==> config.mk <==
export PLATFORM = sky130hd
export DESIGN_NAME = apm_port_ctrl
export DESIGN_NICKNAME = d
export VERILOG_FILES = /design/src/rtl/apm_port_pkg.sv /design/src/rtl/apm_port_decode.sv /design/src/rtl/apm_port_regs.sv /design/src/rtl/apm_port_strobe.sv /design/src/rtl/apm_port_ctrl.sv
export SDC_FILE = /design/constraint.sdc
export NUM_CORES = 1
export LEC_CHECK = 0
export BUFFER_PORTS_ARGS = -buffer_cell sky130_fd_sc_hd__buf_2
export CAP_MARGIN = 20
export CORE_MARGIN = 8
export CORE_UTILIZATION = 35
export DETAILED_ROUTE_END_ITERATION = 8
export SYNTH_ARGS = -nofsm -noshare
export SYNTH_HDL_FRONTEND = slang
export SYNTH_SLANG_ARGS = --single-unit
==> constraint.sdc <==
create_clock -name clk -period 1.65 [get_ports clk]
set_input_delay 0.2475 -clock clk [delete_from_list [all_inputs] [get_ports clk]]
set_output_delay 0.2475 -clock clk [all_outputs]
set_load 0.05 [all_outputs]
==> src/rtl/apm_port_pkg.sv <==
// Shared constants and types for the power-management command port.
// Assumes byte-wide data; command codes are defined at 8 bits.
package apm_port_pkg;

    localparam int          NUM_PORTS   = 2;
    localparam logic [7:0]  CMD_SCI_ON  = 8'hF1;
    localparam logic [7:0]  CMD_SCI_OFF = 8'hF0;

    typedef enum logic {
        PORT_CMD  = 1'b0,
        PORT_STAT = 1'b1
    } port_sel_e;

    typedef struct packed {
        logic cmd_wr;
        logic stat_wr;
        logic sci_on;
        logic sci_off;
        logic smi_fire;
    } wr_decode_t;

endpackage

==> src/rtl/apm_port_decode.sv <==
// Write decoder: classifies a bus write by port and command code.
// Assumes ADDR_W >= 2 and that only address bit 0 carries meaning.
module apm_port_decode
    import apm_port_pkg::*;
#(
    parameter int DATA_W     = 8,
    parameter int ADDR_W     = 6,
    parameter int CFG_W      = 8,
    parameter int SMI_EN_BIT = 1
) (
    input  logic              wr_en_i,
    input  logic [ADDR_W-1:0] addr_i,
    input  logic [DATA_W-1:0] wdata_i,
    input  logic [CFG_W-1:0]  smi_cfg_i,
    output port_sel_e         sel_o,
    output wr_decode_t        dec_o
);

    logic unused_addr_hi;
    logic unused_cfg;

    assign unused_addr_hi = ^addr_i[ADDR_W-1:1];
    assign unused_cfg     = ^smi_cfg_i;

    // Port selection from the low address bit only.
    assign sel_o = port_sel_e'(addr_i[0]);

    // Classify the current write.
    always_comb begin
        dec_o          = '0;
        dec_o.cmd_wr   = wr_en_i && (sel_o == PORT_CMD);
        dec_o.stat_wr  = wr_en_i && (sel_o == PORT_STAT);
        dec_o.sci_on   = dec_o.cmd_wr && (wdata_i == DATA_W'(CMD_SCI_ON));
        dec_o.sci_off  = dec_o.cmd_wr && (wdata_i == DATA_W'(CMD_SCI_OFF));
        dec_o.smi_fire = dec_o.cmd_wr && smi_cfg_i[SMI_EN_BIT];
    end

endmodule

==> src/rtl/apm_port_regs.sv <==
// Register bank: one byte register per port, with combinational read mux.
// Assumes at most one write enable is active per cycle.
module apm_port_regs
    import apm_port_pkg::*;
#(
    parameter int DATA_W = 8
) (
    input  logic                 clk,
    input  logic                 rst_n,
    input  logic [NUM_PORTS-1:0] wr_vec_i,
    input  logic [DATA_W-1:0]    wdata_i,
    input  port_sel_e            rsel_i,
    output logic [DATA_W-1:0]    cmd_q_o,
    output logic [DATA_W-1:0]    stat_q_o,
    output logic [DATA_W-1:0]    rdata_o
);

    logic [DATA_W-1:0] bank [NUM_PORTS];

    for (genvar g = 0; g < NUM_PORTS; g++) begin : g_port
        logic [DATA_W-1:0] q;

        // Hold the last byte written to this port.
        always_ff @(posedge clk) begin
            if (!rst_n)           q <= '0;
            else if (wr_vec_i[g]) q <= wdata_i;
        end

        assign bank[g] = q;
    end

    assign cmd_q_o  = bank[PORT_CMD];
    assign stat_q_o = bank[PORT_STAT];

    // Read back the selected port.
    assign rdata_o = (rsel_i == PORT_CMD) ? bank[PORT_CMD] : bank[PORT_STAT];

endmodule

==> src/rtl/apm_port_strobe.sv <==
// Strobe stage: registers the decoded side effects into one-cycle pulses.
// Assumes the decoder never asserts sci_on and sci_off together.
module apm_port_strobe
    import apm_port_pkg::*;
(
    input  logic       clk,
    input  logic       rst_n,
    input  wr_decode_t dec_i,
    output logic       sci_set_o,
    output logic       sci_clr_o,
    output logic       smi_req_o
);

    // Register each side effect for exactly one cycle.
    always_ff @(posedge clk) begin
        if (!rst_n) begin
            sci_set_o <= 1'b0;
            sci_clr_o <= 1'b0;
            smi_req_o <= 1'b0;
        end else begin
            sci_set_o <= dec_i.sci_on;
            sci_clr_o <= dec_i.sci_off && !dec_i.sci_on;
            smi_req_o <= dec_i.smi_fire;
        end
    end

endmodule

==> src/rtl/apm_port_ctrl.sv <==
// Top: power-management command/status port pair with SCI strobes and SMI pulse.
// Assumes a single-cycle write bus and a synchronous active-low reset.
module apm_port_ctrl
    import apm_port_pkg::*;
#(
    parameter int DATA_W     = 8,
    parameter int ADDR_W     = 6,
    parameter int CFG_W      = 8,
    parameter int SMI_EN_BIT = 1
) (
    input  logic              clk,
    input  logic              rst_n,
    input  logic              wr_en_i,
    input  logic [ADDR_W-1:0] addr_i,
    input  logic [DATA_W-1:0] wdata_i,
    input  logic [CFG_W-1:0]  smi_cfg_i,
    output logic [DATA_W-1:0] rdata_o,
    output logic              sci_set_o,
    output logic              sci_clr_o,
    output logic              smi_req_o
);

    port_sel_e            sel;
    wr_decode_t           dec;
    logic [NUM_PORTS-1:0] wr_vec;
    logic [DATA_W-1:0]    cmd_q;
    logic [DATA_W-1:0]    stat_q;

    apm_port_decode #(
        .DATA_W     (DATA_W),
        .ADDR_W     (ADDR_W),
        .CFG_W      (CFG_W),
        .SMI_EN_BIT (SMI_EN_BIT)
    ) u_decode (
        .wr_en_i   (wr_en_i),
        .addr_i    (addr_i),
        .wdata_i   (wdata_i),
        .smi_cfg_i (smi_cfg_i),
        .sel_o     (sel),
        .dec_o     (dec)
    );

    // Pack per-port write enables in port-index order.
    always_comb begin
        wr_vec            = '0;
        wr_vec[PORT_CMD]  = dec.cmd_wr;
        wr_vec[PORT_STAT] = dec.stat_wr;
    end

    apm_port_regs #(
        .DATA_W (DATA_W)
    ) u_regs (
        .clk      (clk),
        .rst_n    (rst_n),
        .wr_vec_i (wr_vec),
        .wdata_i  (wdata_i),
        .rsel_i   (sel),
        .cmd_q_o  (cmd_q),
        .stat_q_o (stat_q),
        .rdata_o  (rdata_o)
    );

    apm_port_strobe u_strobe (
        .clk       (clk),
        .rst_n     (rst_n),
        .dec_i     (dec),
        .sci_set_o (sci_set_o),
        .sci_clr_o (sci_clr_o),
        .smi_req_o (smi_req_o)
    );

endmodule

# Yosys cells after proc, flatten, opt, wreduce, memory -nomap -nowiden
# Cells that the tools add are included.
[classes]
eq_ne = 2
n_mux = 1
bitwise_logic = 1
n_reduce_logical = 7
[op_table]
columns = ["cell", "n"]
rows = [
  ["equality test 8 bit, second input constant", 2],
  ["2-to-1 mux 8 bit", 1],
  ["logical AND 1 bit", 6],
  ["zero test 1 bit", 1],
  ["NOT 1 bit", 1],
]
[totals]
ff_bits = 19
inputBits = 25
out_inout_bits = 11
wordCells = 16

# Longest topological paths before layout
# Gate-level depths: netlist of the first run.
[depth]
depth_word = 5
depth_mapped = 5
depth_no_buf = 3

# By module
# Synthesis of the first run repeated with hierarchy kept, for this count alone.
[unflattened]
hier_cells = 75
hier_area_um2 = 908.4
[modules_own_cells]
columns = ["mod", "instances", "cells_per_inst", "area_each_um2", "seq_area_each_um2"]
rows = [
  ["apm_port_regs", 1, 60, 739.5, 320.3],
  ["apm_port_decode", 1, 9, 86.3, 0.0],
  ["apm_port_strobe", 1, 6, 82.6, 60.1],
]

# Worst setup path before layout of the first run
# OpenSTA, ideal clock, no wires.
[synth_path]
path_kind = "input to output"
startpoint = "input port addr_i[0]"
endpoint = "output port rdata_o[5]"
arrival_time_ns = 1.021
required_ns = 1.402
setup_slack_ns = 0.381
cell_stages = 3
path_buffers = 2
path_cell_list = "buf_6 buf_2 mux2_2"
[synth_via]
elab_chain_len = 1
[synth_lines]
columns = ["element", "line_no", "source"]
rows = [
  ["from (decl)", "apm_port_ctrl.sv:14", "input logic [ADDR_W-1:0] addr_i,"],
  ["2-to-1 mux 8 bit", "apm_port_regs.sv:36", "assign rdata_o = (rsel_i == PORT_CMD) ? bank[PORT_CMD] : bank[PORT_STAT];"],
  ["to (decl)", "apm_port_ctrl.sv:17", "output logic [DATA_W-1:0] rdata_o,"],
]
# No other way between the ends.

# Worst setup path in the final report of the first run
[layout_path]
startpoint = "input port addr_i[0]"
endpoint = "output port rdata_o[7]"
# The elaborated chain is that of the path after synthesis.

==> flow_summary.toml, run 1 <==
[status]
status = "finished clean"

[power]
cellLeakagePower_nw = 0.426
p_sw_w = 0.000249
swShare_pct = 28.8
power_w = 0.000865
p_per_area_nw_per_um2 = 868
ir_drop_mv = 0.557
p_comb_share_pct = 16.8
power_frac_seq_pct = 56.1
clock_power_share_pct = 27.2
internal_power_w = 0.000616

[cts]
cts_max_level = 1
cts-root-buf = "clkbuf_4"
cts_setup_buffers = 0
clock_sinks = 19
ctsResizeCount = 0
cts_tree = "yes"
cts_buffers = 3
clock_path_buffers = 2
clkTransAtPathRegs_ns = 0.10
holdBufCountCts = 0
clkLatencyLatePin_ns = 0.29

[setup_path]
cp_max_fo = 19
cp_data_required_time_ns = 1.40
critical_path.startpoint_type = "input port"
cp.arrival_ns = 1.19
end_kind = "output pin"
critPathKind = "in2out"

[final_layout]
regArea_um2 = 380
finalInstanceArea_um2 = 996
fin_nets = 139
n_antenna_cell = 0
multi_input_area_um2 = 435
stdcell_count = 143
syn_to_final_growth_pct = 15.4
drive_gt1_share_pct = 34.5
fillers = 253

[synth]
synthXorXnorAreaFrac_pct = 0
synth-main-ff-cell = "dfxtp_1"
yosys_warnings = 0
synthArstFlopShare_pct = 0
synthCells = 92
ys_ff_latch = 19
ys_types = 18
synth_top_area_share_pct = 44.1
synth_fa_ha_area_share_pct = 0
synth_area_leaders = "dfxtp_1 (44%), a21boi_0 (14%), nand2_1 (11%)"
synthTopCellsByCount = "nand2_1 (25), dfxtp_1 (19), a21boi_0 (16), mux2_2 (8), nand3_1 (8)"
synth-compound-area-share_pct = 13.9
synth_largest_area_cell = "dfxtp_1"
syn_area_per_cell_um2 = 9.38
synthMuxAreaShare_pct = 10.4
synth_top_family_by_area = "simple AND/OR/NAND/NOR gates"
yosysMostFrequentCell = "nand2_1"
syn_nets = 117
synthSimpleGateAreaFrac_pct = 26.1
synth_edf_count = 0
seq_area_frac_synth_pct = 44.1
syn-cell-area_um2 = 863

[routing]
drc_errors = 0
num_vias = 675
ant_nets = 0
drt_iter0_drc = 9
wl_per_cell_um = 12.8
routed_via_density = 4.72
drtPass1Iterations = 4
drt-total-wl_um = 1830

[timing]
finalWorstSetupSlack_ns = 0.212
timing.fmax_mhz = 695
skew_ns = 0
post-route-period-util_pct = 87.1
rsz0062_at_grt = "false"
drv_slew = 0
hold_viol_final = 0
setup_viol = 0
timing.slew.headroom_pct = 72.8
fin_tns_setup_ns = 0
worst_pin_slew_ns = 0.409
post-route-min-period_ns = 1.44

[placement]
pre_cts_slack_ns = 0.204
gp_congestion = 0.685
dpl_cell_area_um2 = 968
dp_hpwl_um = 1330
io_buffers = 23
dp.cells = 139

[floorplanning]
die_h_um = 65.7
num_rows = 18
fp.dieArea_um2 = 4310
core_area_um2 = 2410
start_util_pct = 35.8
num_io_pins = 36
die_x_um = 65.7

[global_routing]
grt_pass1_wl_um = 2980
overflow = 0
grt_max_degree = 20
track_usage_pct = 8.82
grt_pass1_vias = 692
antenna_found_initial = 0

[hold_path]
worstHoldPathType = "in2reg"

[flow_run]
cap_violations = 0
-- stage by stage --
stage	util, %	hold WS [ns]
floorplan	-	0.318
detailed placement	40.2	0.456
finish	41.3	0.173
CTS	41.3	0.178
global placement	40.2	0.448
global route	41.3	0.164
-- area by class of cell --
cell class | instances | area share, %
multi-input combinational | 67 | 43.7
tap | 30 | 3.77
sequential | 19 | 38.2
clock inverter | 1 | 0.503
clock buffer | 3 | 2.26
timing repair buffer | 23 | 11.6
-- worst max-delay path: stages --
cell and delay, ns:
buf_2 0.35, mux2_2 0.38, buf_2 0.21
-- cells by family after synthesis --
family	after synthesis
simple gates	43
compound gates	16
buf+inv	6
mux	8
flops	19
-- power groups by stage --
| stage | Clock, W | Combinational (W) | Sequential, W |
|---|---|---|---|
| after CTS | 0.000241 | 0.000147 | 0.000485 |
| after global routing | 0.000265 | 0.000157 | 0.000487 |
| after global placement | 0 | 0.000145 | 0.000495 |
| after floorplan | 0 | 0.000109 | 0.000496 |
| after detailed placement | 0 | 0.000147 | 0.000496 |
| final | 0.000235 | 0.000145 | 0.000485 |
-- routing by layer --
layer / vias up / part of all wire [%] / wire (um) / track usage, %
li1: 353 / - / - / -
met1: 307 / 44 / 815 / 9.20
met2: 11 / 50 / 912 / 15.5
met3: 4 / 3.8 / 70 / 2.55
met4: 0 / 2.0 / 36 / 4.90
met5: - / 0 / 0 / 0
-- cell usage in the layout, fill, tap and decap left out --
cell type	netlist	routed
nand2_1	25	25
buf_2	2	23
dfxtp_1	19	19
a21boi_0	16	16
mux2_2	8	8
nand3_1	8	8
clkbuf_4	0	3
nor2b_4	1	1
or2b_1	1	1
and3_2	1	1
nand2_4	1	1
nor2b_1	1	1
nand4_1	1	1
or3_1	1	1
nor3_1	1	1
nand2b_1	1	1
nor4_4	1	1
clkinv_2	0	1
-- flip-flops by register name (all words and copies together) (netlist names) --
signal and cells:
u_strobe.sci_clr_o 1, u_regs.stat_q_o 8, u_strobe.sci_set_o 1, u_strobe.smi_req_o 1
u_regs.cmd_q_o 8
-- worst paths after layout --
path | startpoint | endpoint | slack (ns) | depth (start not counted)
worst max register to register | u_regs.stat_q_o[0] | u_regs.stat_q_o[0] | 1.01 | 2
worst min register to register | u_regs.stat_q_o[1] | u_regs.stat_q_o[1] | 0.47 | 2
worst min-delay path | wdata_i[3] | u_strobe.sci_set_o | 0.17 | 2
worst max-delay path | addr_i[0] | rdata_o[7] | 0.21 | 3
No activity file was read; power rests on OpenSTA's default activity.
==> run 2, diff against run 1 <==
--- a/config.mk
+++ b/config.mk
@@ -12,4 +12,5 @@
 export DETAILED_ROUTE_END_ITERATION = 8
 export SYNTH_ARGS = -nofsm -noshare
 export SYNTH_HDL_FRONTEND = slang
+export SYNTH_HIERARCHICAL = 1
 export SYNTH_SLANG_ARGS = --single-unit
==> run 2 against run 1 <==
First-iteration DRC count rose by 56%. Fmax rose by 7.0%. Non-clock buffer count did not move. Routed wire length fell by 2.9%. Core utilization rose by 0.69 points. Total power rose by 2.3%. Count of clock-buffer cells in the layout rose by 1. Design area rose by 4.5%. Die area rose by 3.9%.
==> flow_summary.toml, run 2 <==
[power]
power_w = 0.000885
cellLeakagePower_nw = 0.468
p_per_area_nw_per_um2 = 850
ir_drop_mv = 0.496

[synth]
synth_top_area_share_pct = 41.9
synth_area_leaders = "dfxtp_1 (42%), mux2i_1 (18%), mux2_4 (13%)"
synthArstFlopShare_pct = 0
seq_area_frac_synth_pct = 41.9
yosys_warnings = 6
synth_edf_count = 0
syn_nets = 100
synth_largest_area_cell = "dfxtp_1"
syn_area_per_cell_um2 = 12.1
yosysMostFrequentCell = "dfxtp_1"
ys_types = 15
syn-cell-area_um2 = 908
synthCells = 75
synthTopCellsByCount = "dfxtp_1 (19), mux2i_1 (16), nor2b_1 (16), mux2_4 (8), buf_6 (3)"
ys_ff_latch = 19
synth-main-ff-cell = "dfxtp_1"

[timing]
setup_viol = 0
fin_tns_setup_ns = 0
drv_slew = 0
timing.fmax_mhz = 744
skew_ns = 0
hold_viol_final = 0
post-route-min-period_ns = 1.34
timing.slew.headroom_pct = 79.0
whs_ns = 0.238
post-route-period-util_pct = 81.5
rsz0062_at_grt = "false"
worst_pin_slew_ns = 0.315

[final_layout]
n_antenna_cell = 0
fillers = 263
final_common_cell = "buf_2"
fin_nets = 123
final_cell_mix = "buf_2 (23), dfxtp_1 (19), mux2i_1 (16), nor2b_1 (16), mux2_4 (8)"
syn_to_final_growth_pct = 14.6
drive_gt1_share_pct = 40.2

[setup_path]
crit_path_start = "u_regs/cmd_q_o[5]"
cp_max_fo = 2
critPathKind = "reg2out"
worst-r2r-cell-count = 2
cp_data_required_time_ns = 1.40
critical_path.startpoint_type = "flop"
r2r_start = "u_regs/stat_q_o[2]"
end_kind = "output pin"
cp.arrival_ns = 1.10

[hold_path]
worstHoldPathType = "in2reg"
holdPathStages = 3
worstHoldStart = "wdata_i[1]"

[global_routing]
grt_pass1_vias = 648
top_usage_layer = "met2"
grt_use_met2_pct = 13.5
met1_usage_pct = 9.44
grt_max_degree = 20
antenna_found_initial = 0
met3_usage_pct = 4.70
track_usage_pct = 8.86
overflow = 0
grt_pass1_wl_um = 2950

[cts]
cts_buffers = 3
clkTransAtPathRegs_ns = 0.10
cts_max_level = 1
cts_setup_buffers = 0
ctsResizeCount = 0
cts-root-buf = "clkbuf_4"
cts_tree = "yes"
clock_sinks = 19
clkLatencyLatePin_ns = 0.29
holdBufCountCts = 0
clock_path_buffers = 2

[routing]
drtPass1Iterations = 4
num_vias = 595
drt_iter0_drc = 14
wl_per_cell_um = 14.0
ant_nets = 0
drt-total-wl_um = 1780
drc_errors = 0
routed_via_density = 4.69

[placement]
gp_congestion = 0.698
io_buffers = 23
dp_hpwl_um = 1270

[floorplanning]
die_x_um = 66.9
num_rows = 18
num_io_pins = 36
start_util_pct = 36.7
core_area_um2 = 2480
die_h_um = 66.9
fp.dieArea_um2 = 4480

[status]
status = "finished clean"

[flow_run]
cap_violations = 0
## run 2: area by class of cell
class	instances	area, um2	area share (%)
clock buffers	4	26.3	2.52
inverters	1	3.75	0.361
multi-input cells	50	478	45.9
flip-flops and latches	19	380	36.5
well taps	30	37.5	3.61
repair buffers	23	115	11.1
## run 2: path summary, 6_finish.rpt
path                                      endpoint  slack [ns]
worst min-delay path            u_regs/stat_q_o[1]        0.24
worst max-delay path                    rdata_o[5]        0.31
worst max register to register  u_regs/stat_q_o[2]        1.03
worst min register to register  u_regs/stat_q_o[0]        0.53
## run 2: layer usage
layer | vias up | part of all wire [%]
li1 | 301 | -
met4 | 0 | 2.3
met2 | 20 | 44
met1 | 269 | 43
met5 | - | 0
met3 | 5 | 11
## run 2: per-stage QoR
stage | instance area [um2] | setup WS (ns) | util, % | std cells
6_report | 1040 | 0.306 | 42.0 | 127
5_1_grt | 1040 | 0.253 | 42.0 | 127
4_1_cts | 1040 | 0.275 | 42.0 | 127
3_5_place_dp | 1010 | 0.274 | 41.0 | 123
3_3_place_gp | 1010 | 0.274 | 41.0 | 123
2_1_floorplan | 908 | 0.530 | - | 75
## run 2: logic make-up after synthesis
family | share of synthesized area (%)
buf+inv | 5.51
flops | 41.9
mux | 30.9
simple gates | 21.8
## run 2: worst max-delay path: stages, from the launching register on
cell     delay, ns
dfxtp_1       0.33
mux2_4        0.26
buf_2         0.21
## run 2: power by group
group	switching, W	internal, W
Combinational	0.0000963	0.0000689
Sequential	0.00000937	0.000478
Clock	0.000138	0.0000943
Total	0.000243	0.000641
==> run 3, diff against run 2 <==
==> constraint.sdc (replaced) <==
create_clock -name clk -period 1.3 [get_ports clk]
set_input_delay 0.195 -clock clk [delete_from_list [all_inputs] [get_ports clk]]
set_output_delay 0.195 -clock clk [all_outputs]
set_load 0.05 [all_outputs]
==> run 3 against run 2 <==
Via count rose by 2.7%. Register-to-register slack got worse by 0.34 ns. Clock power increased by 30%. Worst setup slack got worse by 0.26 ns. Critical endpoint is now rdata_o[1]. First-iteration DRC count increased by 29%.
==> flow_summary.toml, run 3 (synthesis results as in run 2) <==
[cts]
clock_sinks = 19
cts_max_level = 1
cts_setup_buffers = 0
holdBufCountCts = 0
clock_path_buffers = 2
cts_tree = "yes"
cts-root-buf = "clkbuf_4"
cts_buffers = 3
clkTransAtPathRegs_ns = 0.11
clkLatencyLatePin_ns = 0.29

[timing]
rsz0062_at_grt = "false"
setup_viol = 0
worst_pin_slew_ns = 0.336
hold_viol_final = 0
finalWorstSetupSlack_ns = 0.0501
whs_ns = 0.194
fin_tns_setup_ns = 0
post-route-min-period_ns = 1.25
drv_slew = 0
skew_ns = 0
timing.slew.headroom_pct = 77.6
post-route-period-util_pct = 96.1
timing.fmax_mhz = 800

[routing]
drt_iter0_drc = 18
drt-total-wl_um = 1840
num_vias = 611
ant_nets = 0
routed_via_density = 4.74
drtPass1Iterations = 4
wl_per_cell_um = 14.3
drc_errors = 0

[hold_path]
holdPathStages = 3
hold_end = "u_regs/stat_q_o[3]"
worstHoldStart = "wdata_i[3]"
worstHoldPathType = "in2reg"

[global_routing]
grt_max_degree = 20
antenna_found_initial = 0
grt_pass1_vias = 578
track_usage_pct = 8.22
overflow = 0
grt_pass1_wl_um = 2770

[power]
ir_drop_mv = 0.563
cellLeakagePower_nw = 0.489
p_per_area_nw_per_um2 = 1040

[final_layout]
final_common_cell = "dfxtp_1"
finalInstanceArea_um2 = 1120
drive_gt1_share_pct = 41.4
stdcell_count = 129
syn_to_final_growth_pct = 23.1
fin_nets = 125
final_cell_mix = "dfxtp_1 (19), mux2i_1 (16), nor2b_1 (16), buf_2 (15)"
n_antenna_cell = 0

[setup_path]
worst-r2r-cell-count = 2
regToRegEndpoint = "u_regs/cmd_q_o[2]"
end_kind = "output pin"
r2r_start = "u_regs/cmd_q_o[2]"
slowest_delay_ns = 0.33
critical_path.startpoint_type = "flop"
worst_path_max_delay_cell = "dfxtp_1"
cp_max_fo = 2
cp.arrival_ns = 1.05
path_cells = "mux2_4 -> buf_6"
critPathKind = "reg2out"
cp_data_required_time_ns = 1.11
reg2reg_slack_ns = 0.69

[floorplanning]
die_h_um = 66.9
start_util_pct = 36.7
num_rows = 18
core_area_um2 = 2480
fp.dieArea_um2 = 4480
die_x_um = 66.9
num_io_pins = 36

[placement]
gp_congestion = 0.659
dp_hpwl_um = 1330
pre_cts_slack_ns = -0.00165
io_buffers = 23
dp.cells = 125
dpl_cell_area_um2 = 1040

[flow_run]
cap_violations = 0

[status]
status = "finished clean"
## run 3: cell types whose count changed in the layout (fill, tap and decap cells not counted)
cell,before,now
buf_2,23,15
buf_6,0,8
buf_12,0,1
buf_4,0,1
## run 3: metrics by stage
step	util, %	power (W)
after floorplan	-	0.000796
after global placement	42.1	0.000850
after detailed placement	42.1	0.000855
after CTS	43.7	0.00116
after global routing	45.2	0.00121
final	45.2	0.00116
## run 3: cell type report
cell class / count / area, um2
timing repair buffer: 25 / 193
sequential: 19 / 380
inverter: 1 / 3.75
fill: 241 / 1360
multi-input combinational: 50 / 478
tap: 30 / 37.5
clock buffer: 4 / 26.3
## run 3: worst max path at each step
stage | start | to | slack [ns]
after floorplan | addr_i[0] | rdata_o[0] | 0.29
after global placement | addr_i[0] | u_regs/stat_q_o[6] | 0.01
after detailed placement | addr_i[0] | u_regs/stat_q_o[1] | -0.002
after CTS | u_regs/cmd_q_o[6] | rdata_o[6] | 0.002
after global routing | u_regs/cmd_q_o[2] | rdata_o[2] | 0.01
final | u_regs/cmd_q_o[1] | rdata_o[1] | 0.05
## run 3: timing repair
| item | in CTS | in global routing |
|---|---|---|
| endpoints found under the setup margin | 6 | 8 |
| gates resized for setup | 6 | 12 |
| endpoints found under the hold margin | 0 | 0 |
| pin swaps | 0 | 0 |
## run 3: worst max-delay path, delay by kind of cell, from the launching register on
| kind | cells | cell delay, ns |
|---|---|---|
| buffers and inverters | 1 | 0.15 |
| DFF | 1 | 0.33 |
| muxes | 1 | 0.27 |
## run 3: layer usage
metal	track usage [%]	vias up	share of wire, %
li1	-	303	-
met1	10.5	285	44
met2	11.4	21	45
met3	4.19	2	10
met4	3.13	0	0.65
met5	0	-	0
## run 3: where the power goes
part | internal [W] | switching, W | total, W
sequential | 0.000607 | 0.0000126 | 0.000619
combinational | 0.000112 | 0.000128 | 0.000240
clock | 0.000120 | 0.000181 | 0.000301
